**src/rtl/irw_pkg.sv**
```systemverilog
package irw_pkg;
  localparam int ADDR_W = 6;
  localparam logic [ADDR_W-1:0] A_CTRL   = 6'h00;
  localparam logic [ADDR_W-1:0] A_TICK   = 6'h01;
  localparam logic [ADDR_W-1:0] A_REARM  = 6'h02;
  localparam logic [ADDR_W-1:0] A_IRQEN  = 6'h03;
  localparam logic [ADDR_W-1:0] A_IRQACK = 6'h04;
  localparam logic [ADDR_W-1:0] A_CAP    = 6'h10;

  typedef enum logic [1:0] {ST_IDLE, ST_RUN, ST_DONE} capState_t;

  typedef struct packed {
    logic start;     // first falling edge: open slot 0
    logic store;     // edge: write current width to slot
    logic storeSat;  // space hit the limit: write 0xFF to slot
    logic count;     // advance the width counter on a tick
    logic clearAll;  // rearm: zero bank and counters
  } capStrobe_t;
endpackage

```
**src/rtl/irw_tick.sv**
```systemverilog
module irw_tick #(
  parameter int DIV   = 4,
  parameter int PER_W = 13
) (
  input  logic             clk,
  input  logic             rstN,
  input  logic [PER_W-1:0] period,
  output logic             tick
);
  localparam int DIV_W = (DIV > 1) ? $clog2(DIV) : 1;

  logic [DIV_W-1:0] divCnt;
  logic [PER_W-1:0] perCnt;
  logic [PER_W-1:0] lastCnt;
  logic             divEn;

  assign divEn   = (divCnt == DIV_W'(DIV - 1));
  assign lastCnt = (period == '0) ? '0 : period - 1'b1;
  assign tick    = divEn && (perCnt >= lastCnt);

  always_ff @(posedge clk or negedge rstN) begin
    if (!rstN) begin
      divCnt <= '0;
      perCnt <= '0;
    end else begin
      divCnt <= divEn ? '0 : divCnt + 1'b1;
      if (divEn) perCnt <= tick ? '0 : perCnt + 1'b1;
    end
  end
endmodule

```
**src/rtl/irw_datapath.sv**
```systemverilog
module irw_datapath
  import irw_pkg::*;
#(
  parameter int WORDS = 17,
  parameter int W_BITS = 8,
  localparam int SLOTS  = WORDS * 4,
  localparam int SLOT_W = $clog2(SLOTS + 1),
  localparam int WIDX_W = $clog2(WORDS)
) (
  input  logic              clk,
  input  logic              rstN,
  input  logic              irIn,
  input  logic              tick,
  input  capStrobe_t        strb,
  input  logic [WIDX_W-1:0] rdWordIdx,
  output logic              edgeNow,
  output logic              markNow,
  output logic [W_BITS-1:0] width,
  output logic [SLOT_W-1:0] slotIdx,
  output logic [31:0]       rdWord
);
  localparam logic [W_BITS-1:0] W_MAX = '1;

  logic syncA, syncB, lastLvl;
  logic [W_BITS-1:0] bank [SLOTS];
  logic writeSlot;

  assign edgeNow   = syncB ^ lastLvl;
  assign markNow   = ~syncB;
  assign writeSlot = strb.store | strb.storeSat;

  always_ff @(posedge clk or negedge rstN) begin
    if (!rstN) begin
      syncA   <= 1'b1;
      syncB   <= 1'b1;
      lastLvl <= 1'b1;
    end else begin
      syncA   <= irIn;
      syncB   <= syncA;
      lastLvl <= syncB;
    end
  end

  always_ff @(posedge clk or negedge rstN) begin
    if (!rstN) begin
      width   <= '0;
      slotIdx <= '0;
    end else if (strb.clearAll) begin
      width   <= '0;
      slotIdx <= '0;
    end else if (strb.start) begin
      width   <= W_BITS'(tick);
      slotIdx <= '0;
    end else if (writeSlot) begin
      width   <= W_BITS'(tick);
      slotIdx <= slotIdx + 1'b1;
    end else if (strb.count && tick && width != W_MAX) begin
      width   <= width + 1'b1;
    end
  end

  always_ff @(posedge clk or negedge rstN) begin
    if (!rstN) begin
      for (int i = 0; i < SLOTS; i++) bank[i] <= '0;
    end else if (strb.clearAll) begin
      for (int i = 0; i < SLOTS; i++) bank[i] <= '0;
    end else if (writeSlot && slotIdx < SLOT_W'(SLOTS)) begin
      bank[slotIdx] <= strb.storeSat ? W_MAX : width;
    end
  end

  always_comb begin
    rdWord = '0;
    for (int j = 0; j < 4; j++) begin
      logic [WIDX_W+1:0] idx;
      idx = {rdWordIdx, 2'(j)};
      if (idx < (WIDX_W+2)'(SLOTS)) rdWord[8*j +: 8] = 8'(bank[idx]);
    end
  end
endmodule

```
**src/rtl/irw_control.sv**
```systemverilog
module irw_control
  import irw_pkg::*;
#(
  parameter int SLOTS = 68,
  parameter int W_BITS = 8,
  localparam int SLOT_W = $clog2(SLOTS + 1)
) (
  input  logic              clk,
  input  logic              rstN,
  input  logic              capEn,
  input  logic              rearm,
  input  logic              edgeNow,
  input  logic              markNow,
  input  logic              tick,
  input  logic [W_BITS-1:0] width,
  input  logic [SLOT_W-1:0] slotIdx,
  output capStrobe_t        strb,
  output logic              doneEvt,
  output capState_t         capState
);
  localparam logic [W_BITS-1:0] W_NEAR = W_BITS'((1 << W_BITS) - 2);

  capState_t nxtState;

  always_comb begin
    strb     = '0;
    doneEvt  = 1'b0;
    nxtState = capState;
    if (rearm) begin
      strb.clearAll = 1'b1;
      nxtState      = ST_IDLE;
    end else begin
      unique case (capState)
        ST_IDLE: if (capEn && edgeNow && markNow) begin
          strb.start = 1'b1;
          nxtState   = ST_RUN;
        end
        ST_RUN: if (capEn) begin
          if (edgeNow) begin
            strb.store = 1'b1;
            if (slotIdx == SLOT_W'(SLOTS - 1)) begin
              doneEvt  = 1'b1;
              nxtState = ST_DONE;
            end
          end else begin
            strb.count = 1'b1;
            if (tick && slotIdx[0] && width == W_NEAR) begin
              strb.storeSat = 1'b1;
              doneEvt       = 1'b1;
              nxtState      = ST_DONE;
            end
          end
        end
        default: ;
      endcase
    end
  end

  always_ff @(posedge clk or negedge rstN) begin
    if (!rstN) capState <= ST_IDLE;
    else       capState <= nxtState;
  end
endmodule

```
**src/rtl/irw_capture.sv**
```systemverilog
module irw_capture
  import irw_pkg::*;
#(
  parameter int WORDS    = 17,
  parameter int CLK_DIV  = 4,
  parameter int PER_W    = 13,
  parameter int PER_INIT = 'hC00,
  localparam int SLOTS  = WORDS * 4,
  localparam int SLOT_W = $clog2(SLOTS + 1),
  localparam int WIDX_W = $clog2(WORDS)
) (
  input  logic              clk,
  input  logic              rstN,
  input  logic              irIn,
  input  logic              wrEn,
  input  logic [ADDR_W-1:0] wrAddr,
  input  logic [31:0]       wrData,
  input  logic [ADDR_W-1:0] rdAddr,
  output logic [31:0]       rdData,
  output logic              irq
);
  logic             rxOn, widthOn, intEnReg, intStatus;
  logic [PER_W-1:0] tickPeriod;
  logic             capEn, rearm, ack, tick, doneEvt;
  logic             edgeNow, markNow;
  logic [7:0]       width;
  logic [SLOT_W-1:0] slotIdx;
  capStrobe_t       strb;
  capState_t        capState;
  logic [ADDR_W-1:0] capOff;
  logic             inCap;
  logic [31:0]      capWord;

  assign capEn = rxOn & widthOn;
  assign rearm = wrEn && wrAddr == A_REARM && wrData[0];
  assign ack   = wrEn && wrAddr == A_IRQACK && wrData[0];
  assign irq   = intStatus & intEnReg;

  always_ff @(posedge clk or negedge rstN) begin
    if (!rstN) begin
      rxOn       <= 1'b0;
      widthOn    <= 1'b0;
      intEnReg   <= 1'b0;
      tickPeriod <= PER_W'(PER_INIT);
      intStatus  <= 1'b0;
    end else begin
      if (wrEn && wrAddr == A_CTRL) begin
        rxOn    <= wrData[0];
        widthOn <= wrData[13];
      end
      if (wrEn && wrAddr == A_TICK)  tickPeriod <= wrData[8 +: PER_W];
      if (wrEn && wrAddr == A_IRQEN) intEnReg   <= wrData[0];
      if (doneEvt)  intStatus <= 1'b1;
      else if (ack) intStatus <= 1'b0;
    end
  end

  irw_tick #(.DIV(CLK_DIV), .PER_W(PER_W)) uTick (
    .clk(clk), .rstN(rstN), .period(tickPeriod), .tick(tick)
  );

  irw_control #(.SLOTS(SLOTS), .W_BITS(8)) uCtl (
    .clk(clk), .rstN(rstN), .capEn(capEn), .rearm(rearm),
    .edgeNow(edgeNow), .markNow(markNow), .tick(tick), .width(width),
    .slotIdx(slotIdx), .strb(strb), .doneEvt(doneEvt), .capState(capState)
  );

  assign capOff = rdAddr - A_CAP;
  assign inCap  = (rdAddr >= A_CAP) && (capOff < ADDR_W'(WORDS));

  irw_datapath #(.WORDS(WORDS), .W_BITS(8)) uDp (
    .clk(clk), .rstN(rstN), .irIn(irIn), .tick(tick), .strb(strb),
    .rdWordIdx(capOff[WIDX_W-1:0]), .edgeNow(edgeNow), .markNow(markNow),
    .width(width), .slotIdx(slotIdx), .rdWord(capWord)
  );

  always_comb begin
    rdData = '0;
    if (inCap) rdData = capWord;
    else begin
      unique case (rdAddr)
        A_CTRL:  begin rdData[0] = rxOn; rdData[13] = widthOn; end
        A_TICK:  rdData[8 +: PER_W] = tickPeriod;
        A_IRQEN: rdData[0] = intEnReg;
        default: ;
      endcase
    end
  end
endmodule

```
**config.mk**
```make
export PLATFORM = sky130hd
export DESIGN_NAME = irw_capture
export DESIGN_NICKNAME = d
export VERILOG_FILES = /design/src/rtl/irw_pkg.sv /design/src/rtl/irw_tick.sv /design/src/rtl/irw_datapath.sv /design/src/rtl/irw_control.sv /design/src/rtl/irw_capture.sv
export SDC_FILE = /design/constraint.sdc
export NUM_CORES = 1
export LEC_CHECK = 0
export BUFFER_PORTS_ARGS = -buffer_cell sky130_fd_sc_hd__buf_2
export CAP_MARGIN = 20
export CORE_UTILIZATION = 63
export CTS_BUF_LIST = sky130_fd_sc_hd__clkbuf_8 sky130_fd_sc_hd__clkbuf_16
export CTS_CLUSTER_SIZE = 20
export DETAILED_ROUTE_END_ITERATION = 10
export GPL_ROUTABILITY_DRIVEN = 0
export PLACE_DENSITY = 0.8
export SLEW_MARGIN = 15
export SYNTH_ARGS = -nofsm -noshare
export SYNTH_HDL_FRONTEND = slang
export SYNTH_HIERARCHICAL = 1
export SYNTH_SLANG_ARGS = --single-unit
```
**constraint.sdc**
```tcl
create_clock -name clk -period 6.61 [get_ports clk]
set_clock_uncertainty 0.2 [all_clocks]
set_input_delay 0.661 -clock clk [delete_from_list [all_inputs] [get_ports clk]]
set_output_delay 0.661 -clock clk [all_outputs]
set_load 0.005 [all_outputs]
```
* Word-level counts from Yosys, hierarchy flattened *
Cells that the tools add are included.

cells by class
  mux-type cells = 63
  add/subtract/negate cells = 6
  $lt $le $gt $ge = 14
  bitwise operators = 10
  multiply operators = 0
  divide/modulo/power cells = 0
  equal/unequal tests = 15
  shifts and indexed selects = 0
  reductions and logical operators = 27

operators by type and width
  operator                                                                       number
  544-bit 2-to-1 mux                                                             2
  544-bit bitwise mux                                                            1
  8-bit binary-select mux with 7-bit select                                      4
  8-bit 2-to-1 mux                                                               18
  8-bit demux with 7-bit select                                                  1
  8-bit >= comparator (second input constant)                                    5
  7-bit inverter with 8-bit output                                               5
  13-bit 2-to-1 mux                                                              3
  7-bit less-than comparator (second input constant)                             5
  7-bit 2-to-1 mux                                                               5
  6-bit by 2-bit equality test with 1-bit output (second input constant)         3
  1-bit logical AND                                                              17
  2-bit 2-to-1 mux                                                               8
  13-bit by 1-bit adder with 13-bit output (second input constant)               1
  13-bit >= comparator                                                           1
  13-bit logical NOT                                                             1
  1-bit 2-to-1 mux                                                               13
  13-bit by 1-bit subtractor with 13-bit output (second input constant)          1
  6-bit by 1-bit equality test with 1-bit output (second input constant)         2
  6-bit logical NOT                                                              2
  11-bit 2-to-1 mux                                                              1
  8-bit by 1-bit adder with 8-bit output (second input constant)                 1
  8-bit equality test (second input constant)                                    1
  8-bit by 1-bit less-than comparator with 1-bit output (second input constant)  1
  27 further kinds                                                               33

word-level totals
  register bits after elaboration = 596
  bits in latches = 0
  memories kept = 0
  logic and storage cells = 216
  memory bits (read-only) = 0
  bits in writable memories = 0
  output and inout port bits = 33

* Depth between registers and ports, before layout *
  word-level depth = 17
  mapped depth = 23
  depth with buffers taken out = 18

* Hierarchy *
Netlist, hierarchy kept.

by module, submodules not included
  module        area each (um^2)  cells an instance  times used  sequential area each (um^2)
  irw_datapath  27676.5           2428               1           14067.2
  irw_tick      1270.0            148                1           375.4
  irw_capture   1228.7            123                1           427.9
  irw_control   222.7             24                 1           50.0

* Worst setup path before layout *
OpenSTA, ideal clock, no wires.

  kind = register to register
  from = register tickPeriod[2]
  to = register uDp/bank[0] in the netlist's numbering
  path slack = 1.967 ns
  buffers on the path = 4
  library setup time = 0.079 ns
  data required time = 6.331 ns
  stages on the path, launching flop included = 22
  arrival time = 4.364 ns
  path through = dfrtp_1 nor4_4 nand2_1 or4_1 xnor2_1 nand2_1 ha_1 and4_1 o211a_1 a221oi_2 nor2b_1 buf_2 nand4b_1 or3_4 nor2_1 buf_4 or2_1 buf_6 buf_4 nand2_2 nor2_2 mux2i_1

RTL lines
  item                             line                text
  from (decl)                      irw_capture.sv:23   logic [PER_W-1:0] tickPeriod;
  from (signal assigned)           irw_capture.sv:44   tickPeriod <= PER_W'(PER_INIT);
  from (signal assigned)           irw_capture.sv:51   if (wrEn && wrAddr == A_TICK) tickPeriod <= wrData[8 +: PER_W];
  to (signal, indexed assignment)  irw_datapath.sv:68  bank[slotIdx] <= strb.storeSat ? W_MAX : width;
  to (decl)                        irw_datapath.sv:25  logic [W_BITS-1:0] bank [SLOTS];

==> impl_results.md <==
* Final Slew Violations at 0
* Max cap viols at 0
* PwrDens at 238 nW/um2
* Root Driver: clkbuf_16
* DR vias at 21900
* Total Neg Setup Slack at 0 ns
* Worst path required time at 6.88 ns
* Register Area at 14900 um2
* CP startpoint kind: flop
* Clock sinks at 596
* Initial antenna violation count at 1
* Critical Path Fanout Max at 35
* Initial DRC Count at 2300
* YS warnings at 6
* Min Tclk post-route at 6.11 ns
* DIE HEIGHT at 222 um
* Avg Inst Size Synth at 11.2 um2
* Top sig layer: met5
* IO Count at 81
* H-tree depth at 2
* Clock slew at the register clock pins of the worst setup and hold paths at 0.06 ns
* Status: complete, but fails checks
* Largest net degree at the start of global routing at 170
* Failing checks: hold timing
* Sw Ratio at 24.5%
* Worst-margin pin slew at 1.12 ns
* Period utilization at 92.5%
* Global-route wire length before repair at 122000 um
* Setup Buffers After CTS at 0
* Vias in the first global route at 22300
* Switching power at 0.00192 W
* Full die area at 49100 um2
* Ys async rst share at 100%
* P_leak at 13.8 nW
* Core Area at 47600 um2
* Detailed Routing Iterations Pass 1 at 6
* Crit path kind: flop to flop
* Met2 wire length at 36300 um
* Yosys top cell by area: dfrtp_1
* CTS tree: done
* # diodes at 0
* Worst reg-to-reg path cell count at 19
* Flops & latches, synth at 596
* Synth cell count leaders: 591 x dfrtp_1, 446 x o21ai_0, 409 x nand3b_1
* Routed met1 length at 32000 um
* Met3 WL at 5120 um
* Vias per Instance at 6.67
* Dpl hpwl at 45200 um
* Worst setup EP type: flop
* Routed Antenna Nets at 0
* Area Growth Syn to Fin at 8.02%
* Share of the synthesized area in the top cell type at 48.7%
* Leading post-synthesis cells by cell area: dfrtp_1 49%, nand3b_1 10%, mux2i_1 9.8%
* Final nets at 2688
* Fmax at 164 MHz
* Mapped Nets at 2792
* Comb pwr share at 7.8%
* GRT Resource Usage Total at 31.1%
* Final hold violations at 20
* Final setup vio count at 0
* Register area share after synthesis at 49.1%
* CTS Buffer Depth at 3
* Peak supply drop at 0.241 mV
* Post-synth EDFFs at 0
* Mapped cell area at 30400 um2
* Data arrival, critical path at 6.38 ns
* Clock power share at 44.2%
* Filler cells at 3385
* Synth Flop Type: dfrtp_1
* Initial core utilization at 63.8%
* Post-Syn Instances at 2723
* Sequential Power Share at 48.0%
* Clock insertion delay at the later pin of the skew report at 0.63 ns
* Multi-input gate area at 14300 um2
* Worst hold path class: primary input to asynchronous set/reset pin
* Number of core rows at 80
* Routed WL at 75800 um
* RSZ-0062 raised after global routing: false
* Rel. slew slack at 25.6%
* Routed wire length per instance at 23.1 um
* DRC at 0
* GRT overflow at 0
* Most frequent cell after synthesis: dfrtp_1
* Worst hold slack at -0.103 ns
* IO buf count at 62
* Int Pwr at 0.00591 W
* CTS buffer count at 60
* Die Width at 222 um
* Share of layout cells above drive strength 1 at 13.5%
* Library cells used by synthesis at 72
[power groups by stage]
| stage | Clock (W) | Combinational (W) | Sequential, W |
|---|---|---|---|
| floorplan | 0 | 0.000401 | 0.00379 |
| CTS | 0.00350 | 0.000607 | 0.00375 |
| global route | 0.00365 | 0.000673 | 0.00376 |
| finish | 0.00346 | 0.000610 | 0.00375 |
| global placement | 0 | 0.000583 | 0.00381 |
| detailed placement | 0 | 0.000601 | 0.00382 |
[worst max-delay path, stage by stage (launching register included)]
cell	delay (ns)
dfrtp_1	0.47
nor4_4	0.36
nand2_1	0.14
or4_1	0.44
xnor2_1	0.18
nand2_1	0.08
ha_1	0.27
and4_1	0.25
o211a_1	0.19
a221oi_2	0.12
nor2b_1	0.36
nand4b_1	0.14
or3_4	0.43
nor2_1	0.10
buf_4	0.27
or2_2	0.60
buf_12	0.28
nand4_1	0.60
nand3b_1	0.33
o21ai_0	0.13
[worst paths after layout]
check | startpoint | to | slack [ns]
setup reg to reg | tickPeriod[2]$_DFFE_PN0P_ | uDp/bank[293]$_DFFE_PN0P_ | 0.50
setup / recovery | tickPeriod[2]$_DFFE_PN0P_ | uDp/bank[293]$_DFFE_PN0P_ | 0.50
max in group asynchronous | rstN | uDp/bank[268]$_DFFE_PN0P_ | 4.68
hold / removal | rstN | uTick/divCnt[1]$_DFF_PN0_ | -0.10
hold reg to reg | uDp/syncA$_DFF_PN1_ | uDp/syncB$_DFF_PN1_ | 0.17
min in group clk | wrData[9] | tickPeriod[1]$_DFFE_PN0P_ | 0.07
[metrics by stage]
stage	worst slack [ns]	cell area, um2	std cells	util [%]	power [W]
2_1_floorplan	1.97	30400	2723	-	0.00419
3_3_place_gp	0.776	30700	3168	64.5	0.00440
3_5_place_dp	0.584	30800	3169	64.6	0.00442
4_1_cts	0.550	32800	3280	68.8	0.00786
5_1_grt	0.123	32800	3282	68.9	0.00808
6_report	0.499	32800	3282	68.9	0.00782
[placed cells by master, fill, tap and decap left out, types with 27 or more instances in the layout]
cell type / count
a22oi_1: 64
a32oi_1: 32
buf_2: 60
clkbuf_16: 62
dfrtp_1: 591
inv_1: 39
mux2_2: 30
mux2i_1: 299
mux4_2: 64
nand2_1: 29
nand2b_1: 139
nand3_1: 27
nand3b_1: 409
nand4_1: 41
nor2_1: 35
o21ai_0: 446
[per-layer routing]
layer,vias to the layer above,global-route usage [%]
li1,9690,-
met1,11100,43.0
met2,891,50.0
met3,151,5.12
met4,2,11.5
met5,-,0
[layout make-up]
class / instances / area share (%)
Clock buffer: 76 / 5.31
Clock inverter: 34 / 0.857
Inverter: 24 / 0.274
Timing Repair Buffer: 99 / 2.27
Sequential cell: 596 / 45.4
Multi-Input combinational cell: 1838 / 43.5
Tap cell: 615 / 2.34
[cell families (layout without fill, tap and decap cells)]
kind of cell             count (synthesis)  after routing  synth area share, %
buffers and inverters                  289            233                 4.31
AND/OR/NAND/NOR                        810            810                 18.4
multiplexers                           393            393                 15.7
XOR/XNOR                                26             26                0.749
adder cells (fa/ha/maj)                 21             21                0.864
flip-flops                             596            596                 49.1
AO/OA/AOI/OAI                          588            588                 10.9
[flip-flops by register name (all words and copies together), names as in the netlist]
signal,count
uCtl/capState,2
uTick/divCnt,2
widthOn,1
tickPeriod,13
uDp/slotIdx,7
uDp/lastLvl,1
uDp/width,8
rxOn,1
uDp/bank,544
uTick/perCnt,13
intStatus,1
uDp/syncB,1
uDp/syncA,1
intEnReg,1
[what timing repair did]
item,in CTS,in global routing
resized for setup,0,0
hold endpoints to repair,1,0
hold buffers,1,0
Note: power is estimated with default switching activity, not from simulation.
